`src/rtl/tmr_ocu_pkg.sv`:
```
// Shared types for the timer output compare unit.
// Assumes nothing beyond a two-bit mode field.
package tmr_ocu_pkg;
    typedef enum logic [1:0] {
        OC_OFF    = 2'b00,
        OC_TOGGLE = 2'b01,
        OC_CLEAR  = 2'b10,
        OC_SET    = 2'b11
    } oc_mode_e;
endpackage

```
`src/rtl/tmr_ocu_counter.sv`:
```
// Up or dual-slope counter with a programmable upper limit.
// Assumes the upper limit is at least 1 in dual-slope operation.
// Limit and zero events are ignored while the block flag from the match unit is set.
module tmr_ocu_counter #(
    parameter int W = 16
) (
    input  logic         clk,
    input  logic         rst_n,
    input  logic         tick,
    input  logic         dual_slope,
    input  logic         wr_en,
    input  logic [W-1:0] wr_data,
    input  logic         top_wr,
    input  logic [W-1:0] top_data,
    input  logic         blk,
    output logic [W-1:0] cnt
);
    localparam logic [W-1:0] ALL1 = '1;
    localparam logic [W-1:0] ZERO = '0;
    localparam logic [W-1:0] ONE  = W'(1);

    logic [W-1:0] cnt_q, cnt_d, top_q;
    logic         down_q, down_d;
    logic         at_top, at_bot;

    assign at_top = (cnt_q == top_q);
    assign at_bot = (cnt_q == ZERO);

    // Next count and direction for one timer tick or host write
    always_comb begin
        cnt_d  = cnt_q;
        down_d = dual_slope ? down_q : 1'b0;
        if (wr_en) begin
            cnt_d = wr_data;
        end else if (tick) begin
            if (!dual_slope) begin
                cnt_d = (at_top && !blk) ? ZERO : cnt_q + ONE;
            end else if (!down_q) begin
                if (at_top && !blk) begin
                    down_d = 1'b1;
                    cnt_d  = cnt_q - ONE;
                end else begin
                    cnt_d = cnt_q + ONE;
                end
            end else begin
                if (at_bot && !blk) begin
                    down_d = 1'b0;
                    cnt_d  = cnt_q + ONE;
                end else begin
                    cnt_d = cnt_q - ONE;
                end
            end
        end
    end

    // Counter, direction and upper limit registers
    always_ff @(posedge clk) begin
        if (!rst_n) begin
            cnt_q  <= ZERO;
            down_q <= 1'b0;
            top_q  <= ALL1;
        end else begin
            cnt_q  <= cnt_d;
            down_q <= down_d;
            if (top_wr) top_q <= top_data;
        end
    end

    assign cnt = cnt_q;


    wrap_at_top_chk: assert property (@(posedge clk) disable iff (!rst_n)
        (tick && !dual_slope && !wr_en && !top_wr && !blk && cnt_q == top_q) |=> (cnt_q == ZERO));

    blocked_top_chk: assert property (@(posedge clk) disable iff (!rst_n)
        (tick && !dual_slope && !wr_en && blk && cnt_q == top_q) |=> (cnt_q == $past(cnt_q) + ONE));

    turn_at_zero_chk: assert property (@(posedge clk) disable iff (!rst_n)
        (tick && dual_slope && down_q && !wr_en && !blk && cnt_q == ZERO) |=> (cnt_q == ONE));

    blocked_zero_chk: assert property (@(posedge clk) disable iff (!rst_n)
        (tick && dual_slope && down_q && !wr_en && blk && cnt_q == ZERO) |=> (cnt_q == ALL1));
endmodule

```
`src/rtl/tmr_ocu_match.sv`:
```
// Compare register, write block flag and compare hit detection.
// The block flag is set by a counter write and cleared by the next tick.
module tmr_ocu_match #(
    parameter int W = 16
) (
    input  logic         clk,
    input  logic         rst_n,
    input  logic         tick,
    input  logic         cnt_wr,
    input  logic [W-1:0] cnt,
    input  logic         cmp_wr,
    input  logic [W-1:0] cmp_data,
    output logic         blk,
    output logic         hit
);
    logic [W-1:0] cmp_q;
    logic         blk_q;

    // Compare register, written directly with no buffering
    always_ff @(posedge clk) begin
        if (!rst_n)      cmp_q <= '0;
        else if (cmp_wr) cmp_q <= cmp_data;
    end

    // Block flag: armed by a counter write, consumed by the next tick
    always_ff @(posedge clk) begin
        if (!rst_n)      blk_q <= 1'b0;
        else if (cnt_wr) blk_q <= 1'b1;
        else if (tick)   blk_q <= 1'b0;
    end

    assign blk = blk_q;
    assign hit = tick && !blk_q && (cnt == cmp_q);


    write_blocks_hit_chk: assert property (@(posedge clk) disable iff (!rst_n)
        cnt_wr |=> !hit);

    hit_needs_tick_chk: assert property (@(posedge clk) disable iff (!rst_n)
        hit |-> tick);
endmodule

```
`src/rtl/tmr_ocu_wave.sv`:
```
// Waveform flip-flop, mode register and pin override multiplexer.
// A hit or a force strobe applies the current mode's action once.
module tmr_ocu_wave
    import tmr_ocu_pkg::*;
(
    input  logic       clk,
    input  logic       rst_n,
    input  logic       hit,
    input  logic       force_stb,
    input  logic       mode_wr,
    input  logic [1:0] mode_data,
    input  logic       port_data,
    input  logic       port_dir,
    output logic       pin_out,
    output logic       pin_oe
);
    oc_mode_e mode_q;
    logic     ocf_q, ocf_d, evt;

    assign evt = hit || force_stb;

    // Action taken on the waveform flip-flop for a compare event
    always_comb begin
        ocf_d = ocf_q;
        if (evt) begin
            unique case (mode_q)
                OC_TOGGLE: ocf_d = ~ocf_q;
                OC_CLEAR:  ocf_d = 1'b0;
                OC_SET:    ocf_d = 1'b1;
                default:   ocf_d = ocf_q;
            endcase
        end
    end

    // Mode and waveform registers
    always_ff @(posedge clk) begin
        if (!rst_n) begin
            mode_q <= OC_OFF;
            ocf_q  <= 1'b0;
        end else begin
            ocf_q <= ocf_d;
            if (mode_wr) mode_q <= oc_mode_e'(mode_data);
        end
    end

    // Pin value source selection; direction stays with the port
    assign pin_out = (mode_q != OC_OFF) ? ocf_q : port_data;
    assign pin_oe  = port_dir;


    set_action_chk: assert property (@(posedge clk) disable iff (!rst_n)
        (evt && mode_q == OC_SET) |=> ocf_q);

    clear_action_chk: assert property (@(posedge clk) disable iff (!rst_n)
        (evt && mode_q == OC_CLEAR) |=> !ocf_q);

    toggle_action_chk: assert property (@(posedge clk) disable iff (!rst_n)
        (evt && mode_q == OC_TOGGLE) |=> (ocf_q != $past(ocf_q)));

    hold_without_event_chk: assert property (@(posedge clk) disable iff (!rst_n)
        !evt |=> $stable(ocf_q));
endmodule

```
`src/rtl/tmr_ocu_top.sv`:
```
// Timer output compare waveform unit: counter, match detection,
// waveform flip-flop and pin override. Assumes tick is a one-cycle enable.
module tmr_ocu_top
    import tmr_ocu_pkg::*;
#(
    parameter int W = 16
) (
    input  logic         clk,
    input  logic         rst_n,
    input  logic         tick,
    input  logic         dual_slope,
    input  logic         cnt_wr,
    input  logic [W-1:0] cnt_wdata,
    input  logic         cmp_wr,
    input  logic [W-1:0] cmp_wdata,
    input  logic         top_wr,
    input  logic [W-1:0] top_wdata,
    input  logic         mode_wr,
    input  logic [1:0]   mode_wdata,
    input  logic         force_stb,
    input  logic         port_data,
    input  logic         port_dir,
    output logic [W-1:0] count,
    output logic         cmp_hit,
    output logic         pin_out,
    output logic         pin_oe
);
    logic [W-1:0] cnt;
    logic         blk, hit;

    tmr_ocu_counter #(.W(W)) u_cnt (
        .clk(clk), .rst_n(rst_n), .tick(tick), .dual_slope(dual_slope),
        .wr_en(cnt_wr), .wr_data(cnt_wdata), .top_wr(top_wr),
        .top_data(top_wdata), .blk(blk), .cnt(cnt)
    );

    tmr_ocu_match #(.W(W)) u_match (
        .clk(clk), .rst_n(rst_n), .tick(tick), .cnt_wr(cnt_wr), .cnt(cnt),
        .cmp_wr(cmp_wr), .cmp_data(cmp_wdata), .blk(blk), .hit(hit)
    );

    tmr_ocu_wave u_wave (
        .clk(clk), .rst_n(rst_n), .hit(hit), .force_stb(force_stb),
        .mode_wr(mode_wr), .mode_data(mode_wdata), .port_data(port_data),
        .port_dir(port_dir), .pin_out(pin_out), .pin_oe(pin_oe)
    );

    assign count   = cnt;
    assign cmp_hit = hit;


    force_keeps_count_chk: assert property (@(posedge clk) disable iff (!rst_n)
        (force_stb && !tick && !cnt_wr) |=> $stable(count));
endmodule

```
`config.mk`:
```
export PLATFORM = sky130hd
export DESIGN_NAME = tmr_ocu_top
export DESIGN_NICKNAME = d
export VERILOG_FILES = /design/src/rtl/tmr_ocu_pkg.sv /design/src/rtl/tmr_ocu_counter.sv /design/src/rtl/tmr_ocu_match.sv /design/src/rtl/tmr_ocu_wave.sv /design/src/rtl/tmr_ocu_top.sv
export SDC_FILE = /design/constraint.sdc
export NUM_CORES = 1
export LEC_CHECK = 0
export ABC_AREA = 0
export ABC_CLOCK_PERIOD_IN_PS = 3590
export BUFFER_PORTS_ARGS = -buffer_cell sky130_fd_sc_hd__buf_2
export CAP_MARGIN = 20
export CORE_MARGIN = 4
export CORE_UTILIZATION = 55
export CTS_BUF_LIST = sky130_fd_sc_hd__clkbuf_8
export CTS_CLUSTER_DIAMETER = 40
export DETAILED_ROUTE_END_ITERATION = 7
export MAX_ROUTING_LAYER = met4
export PLACE_DENSITY = 0.82
export SLEW_MARGIN = 20
export SYNTH_ARGS = -nofsm -noshare
export SYNTH_HDL_FRONTEND = slang
export SYNTH_SLANG_ARGS = --single-unit
```
`constraint.sdc`:
```
create_clock -name clk -period 3.59 [get_ports clk]
set_clock_uncertainty 0.15 [all_clocks]
set_input_delay 0 -clock clk [delete_from_list [all_inputs] [get_ports clk]]
set_output_delay 0 -clock clk [all_outputs]
set_load 0.005 [all_outputs]
```
Yosys cells after proc, flatten, opt, wreduce, memory -nomap -nowiden:

Index checks and enable logic that the tools add are counted.
W data, S select, Z words.

* flip-flop bits (word level): 53
* latch bits: 0
* memory bits (writable): 0
* ROM bits: 0
* memories: 0

* add/sub/neg operators: 2
* multiply operators: 0
* divide/modulo/power cells: 0
* magnitude comparators: 0
* equality and inequality tests: 5
* shift operators: 0
* muxes and demuxes: 18
* bitwise logic cells: 1
* reduce and logical (&&, ||, !) cells: 11

Operators by type and width (number)
* $mux W16: 7
* $eq A16 B16 Y1: 2
* $add A16 B1 Y16 const B: 1
* $logic_not A16 Y1: 1
* $sub A16 B1 Y16 const B: 1
* $mux W1: 10
* $eq A2 B2 Y1 const B: 2
* $logic_and A1 B1 Y1: 4
* $reduce_bool A2 Y1: 2
* $pmux W1 S3: 1
* $reduce_bool A3 Y1: 1
* $eq A2 B1 Y1 const B: 1
* $reduce_and A2 Y1: 1
* $logic_not A1 Y1: 1
* $logic_or A1 B1 Y1: 1
* $not A1 Y1: 1

Logic depth before layout (Yosys ltp):

Gate-level depths: netlist of the first run.

* word-level depth: 7
* depth in mapped cells: 11

Modules after synthesis:

From an unflattened synthesis of the first run, not the netlist that was laid out.

* cells, all modules: 397
* area, all modules: 3363.2 um2

By module, submodules not included
* tmr_ocu_counter: instances 1, cells an instance 305, area each 2393.5 um2
* tmr_ocu_match: instances 1, cells an instance 76, area each 818.3 um2
* tmr_ocu_wave: instances 1, cells an instance 16, area each 151.4 um2

Least setup slack after synthesis of the first run:

Ideal clock, no wire load.

* path type: register to register
* start: register u_cnt.cnt_q[1] (netlist: u_cnt.cnt[1])
* end: register u_cnt.cnt_q[12] (netlist: u_cnt.cnt[12])
* library setup time: 0.130 ns
* arrival: 2.271 ns
* required time: 3.310 ns
* path slack: 1.039 ns
* stages on the path, launching flop included: 12
* path buffers: 2
* path through: dfxtp_1 -> clkbuf_1 -> inv_1 -> ha_1 -> nor3b_1 -> and2_1 -> clkbuf_1 -> nand2_1 -> nor3_1 -> mux2_2 -> a221oi_1 -> a21oi_1

* cells in the longest elaborated chain, start to end: 7
* elaborated cells on any way between the ends: 13

RTL lines
* start: declaration: line tmr_ocu_counter.sv:22 `logic [W-1:0] cnt_q, cnt_d, top_q;`
* start signal: assignment: line tmr_ocu_counter.sv:63 `cnt_q <= cnt_d;`
* parallel branches: the longest is 4 deep, another holds $add A16 B1 Y16
* $mux W16 *: line tmr_ocu_counter.sv:36 `if (!dual_slope) begin`
* $mux W16 *: line tmr_ocu_counter.sv:35 `end else if (tick) begin`
* $mux W16 *: line tmr_ocu_counter.sv:33 `if (wr_en) begin`

Mark *: on every way between the ends. The select of a mux whose other input is x is not followed.
A chain may end at the register's enable or synchronous reset.

Worst setup path after layout of the first run:

* start: register u_cnt.cnt_q[10] (netlist: u_cnt.cnt[10])
* end: register u_cnt.cnt_q[13] (netlist: u_cnt.cnt[13])

The elaborated chain is that of the path after synthesis.

==> run metrics, run 1 <==
status=finished, violations left; violated checks=negative hold slack; start point of the worst hold path=rst_n; maximum vdd drop=0.267 mV; sw power=429 uW; antenna-violating nets left=0; CTS tree=yes; WP data arrival=3420 ps; Hold Path Stages=2; Seq/Total Area, Yosys=around 32%; GRT Overall Usage=31.0%; Clk pwr share=32.5%; grt total ovfl=0; dpl cells=507; synthesized flop and latch total=53; final worst path period need=about 3300 ps; synth warn=0; kind of end point of the critical path=flip-flop; Final setup viols=0; Die Area=approximately 7300 sq um; first-pass GRT wire length=17800 um; syn_area_per_cell=8.49 sq um; Mapped Nets=454; fmax=0.303 GHz; DPL Wire Length=approximately 6700 um; Max H-tree Level=2; post-placement cell area=3620 sq um; synthesized area=3310 sq um; CTS resizes=0; number of port buffers=77; top_reg_cell synth=dfxtp_1; r2r worst-path depth=9; commonest non-fill, non-tap cell in the layout=buf_2; Core ar.=5680 sq um; Reg-to-Reg End=u_cnt.cnt[13]; Setup TNS=0 ps; hold endpoint=u_cnt.top_q[6]; # fillers=382; Die Y=between 80 and 90 um; Bufs on Longest Clock Path=2; switching share of power=28.5%; internal power=1.08 mW; Post-Syn Instances=390; # Max-Cap Violations=0; Final Hold Fails=2; commonest cells after routing, fill and taps aside=buf_2 (77), dlygate4sd3_1 (71), dfxtp_1 (53); clock latency at the later pin of the worst-skew pair=330 ps; Leakage Power=roughly 1.9 nW; CP Data Required Time=approximately 3700 ps; area delta synth->final=35.0%; fraction of layout cells with a size suffix above 1=20.4%; DR iter-0 viols=between 400 and 500; final hold slack=-4.44 ps; Final Instance Count excl. Fillers=587; Comb power frac=21.4%; period utilization=between 90% and 100%; vias per cell=6.17; clock sinks=53; Post-synth EDFFs=0; Startpoint Class=flip-flop; routed len/inst=18.4 um; root buffer cell=clkbuf_8; Cell Rows=27; Initial Utilization=58.3%; final instance area=4470 sq um; Post-CTS Setup Bufs=0; ys async rst share=0%; CTS clock-pin slew for the worst setup and hold paths=100 ps; final RePlAce weighted congestion=0.977; Setup CP Type=reg -> reg; Synth cell types=65; DRT Pass-1 Iters=5; largest net degree at the start of global routing=34; worst hold path type=in -> reg; Final nets=577; io pins=80; final wirelength=about 11000 um; DRC=0; vias in the first global route=3623; reg2reg start=u_cnt.cnt[10]; cts bufs inserted=5; Vias=3621; Final Max Tran Viols=0; part of the power in registers=46.1%; Slew Limit Headroom=between 50% and 60%; Reg2Reg Setup Slack=approximately 290 ps; Worst-Margin Slew=733 ps; CP Max Fanout=13; Die W=85.6 um; PD cells=between 300 and 400 nW/um^2; antenna violations before repair=0; unrepaired setup endpoints after global routing=no
==> critical path: stages (launching register included) <==
cell	delay (ps)
dfxtp_1	630
xnor2_1	190
nand4_1	140
or3_4	430
o31ai_2	490
buf_4	270
a221o_1	160
nand3_1	80
a21oi_1	150
dlygate4sd3_1	550
==> cell type report <==
type | count | area, sq um | share of cell area (%)
Clock inverter | 3 | 65.1 | 1.46
Multi-Input combinational cell | 293 | 2020 | 45.3
Timing Repair Buffer | 152 | 1130 | 25.2
Inverter | 8 | 30.0 | 0.672
Antenna cell | 1 | 2.50 | 0.0560
Clock buffer | 5 | 68.8 | 1.54
Sequential cell | 53 | 1060 | 23.8
Tap cell | 72 | 90.1 | 2.02
==> cell families (layout without fill, tap and decap cells) <==
logic type,Yosys count,after routing,share of synthesized area [%]
buffers and inverters,44,168,6.80
AOI/OAI and AO/OA,83,83,18.0
DFF,53,53,32.1
and+or+nand+nor,134,134,20.6
adders and majority gates,3,3,1.13
other,0,1,0
xor gates and xnor gates,35,35,9.72
muxes,38,38,11.6
==> through the flow <==
stage	worst slack (ps)	power, mW	util [%]	hold slack [ps]
after detailed placement	794	0.951	63.8	-150
after CTS	405	1.49	78.7	0.647
after floorplan	1040	0.867	-	-69.2
final	291	1.51	78.7	-4.44
after global placement	794	0.945	63.8	-150
after global routing	126	1.57	78.7	33.6
==> flip-flops by register name, summed over array words and instances (netlist names) <==
name	flops
u_cnt.top_q	16
u_match.blk	1
u_cnt.down_q	1
u_wave.ocf_q	1
u_cnt.cnt	16
u_wave.mode_q	2
u_match.cmp_q	16
==> synthesized netlist by cell type, types with 3 or more instances <==
cell      number  area (sq um)
nor4_1        10          62.6
o31a_1         3          26.3
a21oi_1       16          80.1
and3_1         4          25.0
nand2b_1       3          18.8
nand4_1        5          31.3
mux2i_1       34           340
buf_2          9          45.0
nor2_1        35           131
buf_6          5          56.3
buf_4          3          22.5
o221a_1        3          33.8
nand2_1       33           124
ha_1           3          37.5
clkbuf_1      18          67.6
o211ai_1       7          52.6
xnor2_1        3          26.3
dfxtp_1       53          1060
o21ai_0       17          85.1
xor2_1        30           263
mux2_2         3          33.8
nand3_1       14          70.1
nor3_1        13          65.1
o21ai_1        5          25.0
a221oi_1       4          35.0
a31oi_1        5          31.3
inv_1          8          30.0
==> metal layers <==
layer	GRT usage [%]	wire length, um	up-vias
met5	-	0	-
met1	36.1	4100	1683
met2	51.5	5260	242
met3	5.86	985	52
li1	-	-	1644
met4	14.5	456	0
==> how the worst max path moves through the flow <==
stage                     depth (start not counted)       endpoint  slack (ps)          start
after detailed placement                          7  u_cnt.cnt[12]         790  u_cnt.cnt[11]
after floorplan                                  11  u_cnt.cnt[12]        1040   u_cnt.cnt[1]
final                                             9  u_cnt.cnt[13]         290  u_cnt.cnt[10]
after CTS                                         9  u_cnt.cnt[13]         400   u_cnt.cnt[3]
after global routing                              9  u_cnt.cnt[13]         130  u_cnt.cnt[10]
after global placement                            9  u_cnt.cnt[12]         790   u_cnt.cnt[0]
==> power groups by stage <==
stage	Sequential [mW]	Clock [mW]	Combinational, mW
finish	0.695	0.489	0.323
global route	0.698	0.515	0.354
CTS	0.690	0.488	0.311
detailed placement	0.703	0	0.248
global placement	0.701	0	0.243
floorplan	0.662	0	0.204
==> repair_timing <==
action                                  4_1_cts  5_1_grt
hold endpoints to repair                     53        0
hold buffers                                 71        0
endpoints found under the setup margin        0        0
Power figures use the tool's default switching activity.
==> inputs of run 2 (changes only) <==
--- a/config.mk
+++ b/config.mk
@@ -15,7 +15,7 @@
 export CTS_CLUSTER_DIAMETER = 40
 export DETAILED_ROUTE_END_ITERATION = 7
 export MAX_ROUTING_LAYER = met4
-export PLACE_DENSITY = 0.82
+export PLACE_DENSITY = 0.89
 export SLEW_MARGIN = 20
 export SYNTH_ARGS = -nofsm -noshare
 export SYNTH_HDL_FRONTEND = slang
==> run 2 against run 1 <==
  * The flow now finishes without violations
  * Clock power decreased by 21%
  * Via count is 5.6% higher
  * Critical path depth down 1
  * Largest cell class unchanged
==> run metrics, run 2 (synthesis results as in run 1) <==
pre-CTS setup slack=790 ps; Core ar.=5680 sq um; Slew Limit Headroom=41.3%; commonest non-fill, non-tap cell in the layout=buf_2; unrepaired setup endpoints after global routing=no; switching share of power=32.5%; Bufs on Longest Clock Path=2; Top delay family on crit path=compound AO/OA/AOI/OAI gates; clock latency at the later pin of the worst-skew pair=330 ps; # Max-Cap Violations=0; Die W=~86 um; commonest cells after routing, fill and taps aside=buf_2 (77), dlygate4sd3_1 (73), dfxtp_1 (53); vias in the first global route=3794; Initial Utilization=58.3%; Setup TNS=0 ps; Die Area=7320 sq um; internal power=962 uW; final RePlAce weighted congestion=0.965; post-placement cell area=3610 sq um; sw power=464 uW; CTS clock-pin slew for the worst setup and hold paths=around 110 ps; Clk pwr share=27.1%; final worst path period need=3340 ps; Max stage delay on crit path=690 ps; Cell Rows=27; Leakage Power=1.91 nW; Comb power frac=23.9%; Post-CTS Setup Bufs=0; cts bufs inserted=5; grt total ovfl=0; period utilization=slightly above 90%; Crit path depth=8; Slowest-stage cell, CP=dfxtp_1; Startpoint Class=flip-flop; DR iter-0 viols=575; root buffer cell=clkbuf_8; vias per cell=6.51; antenna-violating nets left=0; Hold Path Stages=3; PD cells=321 nW/um^2; maximum vdd drop=0.379 mV; crit path buf inv count=1; fmax=0.299 GHz; Final Max Tran Viols=0; area delta synth->final=34.3%; Max H-tree Level=2; CTS resizes=0; hold buffers post-CTS=73; DRT Pass-1 Iters=8; CTS tree=yes; CP Cell Sequence=xor2_1 -> nor4_2 -> nand3_2 -> o31a_1 -> a221o_1 -> nand3_1 -> a21oi_1 -> dlygate4sd3_1; Final Hold Fails=0; Die Y=85.6 um; antenna cells=0; CP Data Required Time=about 3700 ps; antenna violations before repair=0; CP Max Fanout=12; status=complete, no violations; clock sinks=53; final hold slack=30.6 ps; part of the power in registers=48.9%; DRC=0; GRT Overall Usage=~36%; kind of end point of the critical path=flip-flop; Final nets=578; largest net degree at the start of global routing=34; Setup CP Type=reg -> reg; # fillers=~340; first-pass GRT wire length=19900 um; DPL Wire Length=6740 um; WP data arrival=3400 ps; number of port buffers=between 70 and 80; Final setup viols=0; worst setup margin=250 ps; Worst-Margin Slew=872 ps; routed len/inst=about 22 um; r2r worst-path depth=8; final instance area=~4400 sq um; Tot Pwr=approximately 1.4 mW; Vias=3824; worst hold path type=in -> reg; fraction of layout cells with a size suffix above 1=20.2%; io pins=80; final wirelength=between 10000 and 15000 um
run 2: changes by cell type in the layout (fill, tap and decap cells not counted), sizes merged:
cell         delta
bufinv          -2
dlygate4sd3     +2
buf             -1
clkbuf          +1
diode           -1
inv             +1
run 2: cell type report:
cell class	count	area (sq um)	share of cell area (%)
multi-input combinational	293	2020	45.5
timing repair buffer	153	1140	25.6
sequential	53	1060	23.9
tap	72	90.1	2.03
clock buffer	6	82.6	1.86
inverter	8	30.0	0.676
clock inverter	2	17.5	0.394
run 2: tightest hold or removal path, stage by stage:
cell	delay, ps
buf_2	240
nand4_1	120
a31oi_1	80
run 2: layer usage:
layer  share of wire (%)  GRT usage [%]  vias to the layer above  routed length, um
li1                    -              -                     1646                  -
met1                  34           39.5                     1733               4360
met2                  47           58.3                      346               5940
met3                  11           8.26                       99               1450
met4                 7.1           22.3                        0                903
met5                   0              -                        -                  0
run 2: worst paths after layout:
| path | to | start | slack, ps |
|---|---|---|---|
| setup / recovery | u_cnt.cnt[13] | u_cnt.cnt[5] | 250 |
| hold / removal | u_cnt.cnt[9] | tick | 30 |
| setup reg to reg | u_cnt.cnt[13] | u_cnt.cnt[5] | 250 |
| hold reg to reg | u_match.cmp_q[10] | u_match.cmp_q[10] | 410 |
run 2: power groups by stage:
| stage | registers, mW | logic [mW] | clock network [mW] |
|---|---|---|---|
| after floorplan | 0.662 | 0.204 | 0 |
| after global placement | 0.700 | 0.242 | 0 |
| after detailed placement | 0.702 | 0.249 | 0 |
| after CTS | 0.689 | 0.315 | 0.383 |
| after global routing | 0.700 | 0.366 | 0.408 |
| final | 0.698 | 0.341 | 0.387 |
run 2: stage by stage:
stage	util (%)	instances
after global routing	78.3	587
after detailed placement	63.6	506
final	78.3	587
after CTS	78.3	587
after global placement	63.6	506
after floorplan	-	390
==> inputs of run 3 (changes only) <==
--- a/config.mk
+++ b/config.mk
@@ -7,8 +7,9 @@
 export LEC_CHECK = 0
 export ABC_AREA = 0
 export ABC_CLOCK_PERIOD_IN_PS = 3590
-export BUFFER_PORTS_ARGS = -buffer_cell sky130_fd_sc_hd__buf_2
+export BUFFER_PORTS_ARGS = -buffer_cell sky130_fd_sc_hd__clkbuf_2
 export CAP_MARGIN = 20
+export CORE_ASPECT_RATIO = 1.25
 export CORE_MARGIN = 4
 export CORE_UTILIZATION = 55
 export CTS_BUF_LIST = sky130_fd_sc_hd__clkbuf_8
==> run 3 against run 2 <==
  * First-iteration DRC count shrank 34%
  * Final area is 3.6% lower
  * Largest power group unchanged
  * Critical endpoint is now u_cnt.cnt[12]
  * Total power is 1.0% higher
  * Count of clock-buffer cells in the layout down 1
  * Worst setup slack improved by 380 ps
  * Largest cell class unchanged
==> run metrics, run 3 (synthesis results as in run 1) <==
period utilization=82.4%; Bufs on Longest Clock Path=2; Max H-tree Level=2; final hold slack=48.2 ps; Cell Rows=31; Die Y=94.7 um; Die W=77.4 um; DPL Wire Length=6840 um; final RePlAce weighted congestion=0.997; Final setup viols=0; routed len/inst=18.5 um; area delta synth->final=29.4%; DRT Pass-1 Iters=5; Setup CP Type=reg -> reg; WP data arrival=2990 ps; Leakage Power=1.88 nW; CTS clock-pin slew for the worst setup and hold paths=110 ps; maximum vdd drop=0.277 mV; PD cells=336 nW/um^2; first-pass GRT wire length=roughly 17000 um; Core ar.=5820 sq um; Worst-Margin Slew=approximately 700 ps; Final Hold Fails=0; worst hold path type=in -> reg; hold buffers post-CTS=55; io pins=80; DR iter-0 viols=377; fraction of layout cells with a size suffix above 1=21.1%; grt total ovfl=0; Post-CTS Setup Bufs=0; status=complete, no violations; final wirelength=between 10000 and 15000 um; DRC=0; largest net degree at the start of global routing=34; Final Max Tran Viols=0; CTS resizes=0; final worst path period need=approximately 3000 ps; Final nets=561; Vias=3453; vias per cell=6.12; CP Data Required Time=3620 ps; Die Area=7330 sq um; # fillers=between 400 and 500; Slew Limit Headroom=53.0%; number of port buffers=77; CTS tree=yes; vias in the first global route=3421; Initial Utilization=about 57%; kind of end point of the critical path=flip-flop; clock sinks=53; GRT Overall Usage=29.3%; Startpoint Class=flip-flop; cts bufs inserted=5; fmax=0.338 GHz; root buffer cell=clkbuf_8; commonest non-fill, non-tap cell in the layout=clkbuf_2; antenna cells=0; commonest cells after routing, fill and taps aside=clkbuf_2 (77), dlygate4sd3_1 (55), dfxtp_1 (53); unrepaired setup endpoints after global routing=no; Setup TNS=0 ps; antenna violations before repair=0; antenna-violating nets left=0; # Max-Cap Violations=0; CP Max Fanout=8; clock latency at the later pin of the worst-skew pair=320 ps
[run 3: final cells by class]
cell class | instances | area (sq um) | share of cell area [%]
multi-input combinational | 293 | 2020 | 47.3
sequential | 53 | 1060 | 24.8
timing repair buffer | 136 | 966 | 22.6
tap | 66 | 82.6 | 1.93
clock buffer | 5 | 68.8 | 1.61
clock inverter | 3 | 50.0 | 1.17
inverter | 8 | 30.0 | 0.701
[run 3: worst max-delay path, cell delays in order, from the launching register on]
cell,delay (ps)
dfxtp_1,450
inv_1,170
ha_1,220
nor3b_1,390
and2_1,360
nand2_1,130
nor3_1,170
mux2_2,350
a221oi_1,310
a21oi_1,100
[run 3: path summary, 6_finish.rpt]
| check | start | slack (ps) | depth (start not counted) | to |
|---|---|---|---|---|
| max | u_cnt.cnt[0] | 630 | 9 | u_cnt.cnt[12] |
| min | cnt_wr | 50 | 3 | u_match.blk |
| max reg2reg | u_cnt.cnt[0] | 630 | 9 | u_cnt.cnt[12] |
| min reg2reg | u_cnt.top_q[1] | 360 | 2 | u_cnt.top_q[1] |
[run 3: layer usage]
metal | wire length (um) | global-route usage, % | up-vias
met3 | 666 | 3.05 | 28
met1 | 4110 | 33.7 | 1615
met2 | 5390 | 52.8 | 194
met4 | 270 | 10.8 | 0
met5 | 0 | - | -
li1 | - | - | 1616
[run 3: where the power goes]
part	switching (mW)	total, mW	internal [mW]	leakage, nW
clock	0.224	0.438	0.214	0.0603
combinational	0.145	0.307	0.163	1.38
sequential	0.0696	0.695	0.625	0.439
[run 3: through the flow]
step,setup slack (ps),utilization (%),total power [mW],area (sq um),instances
3_5_place_dp,702,62.1,0.955,3610,501
5_1_grt,543,73.6,1.50,4280,564
6_report,632,73.6,1.44,4280,564
3_3_place_gp,595,62.1,0.946,3610,501
4_1_cts,664,73.6,1.43,4280,564
2_1_floorplan,1040,-,0.867,3310,390
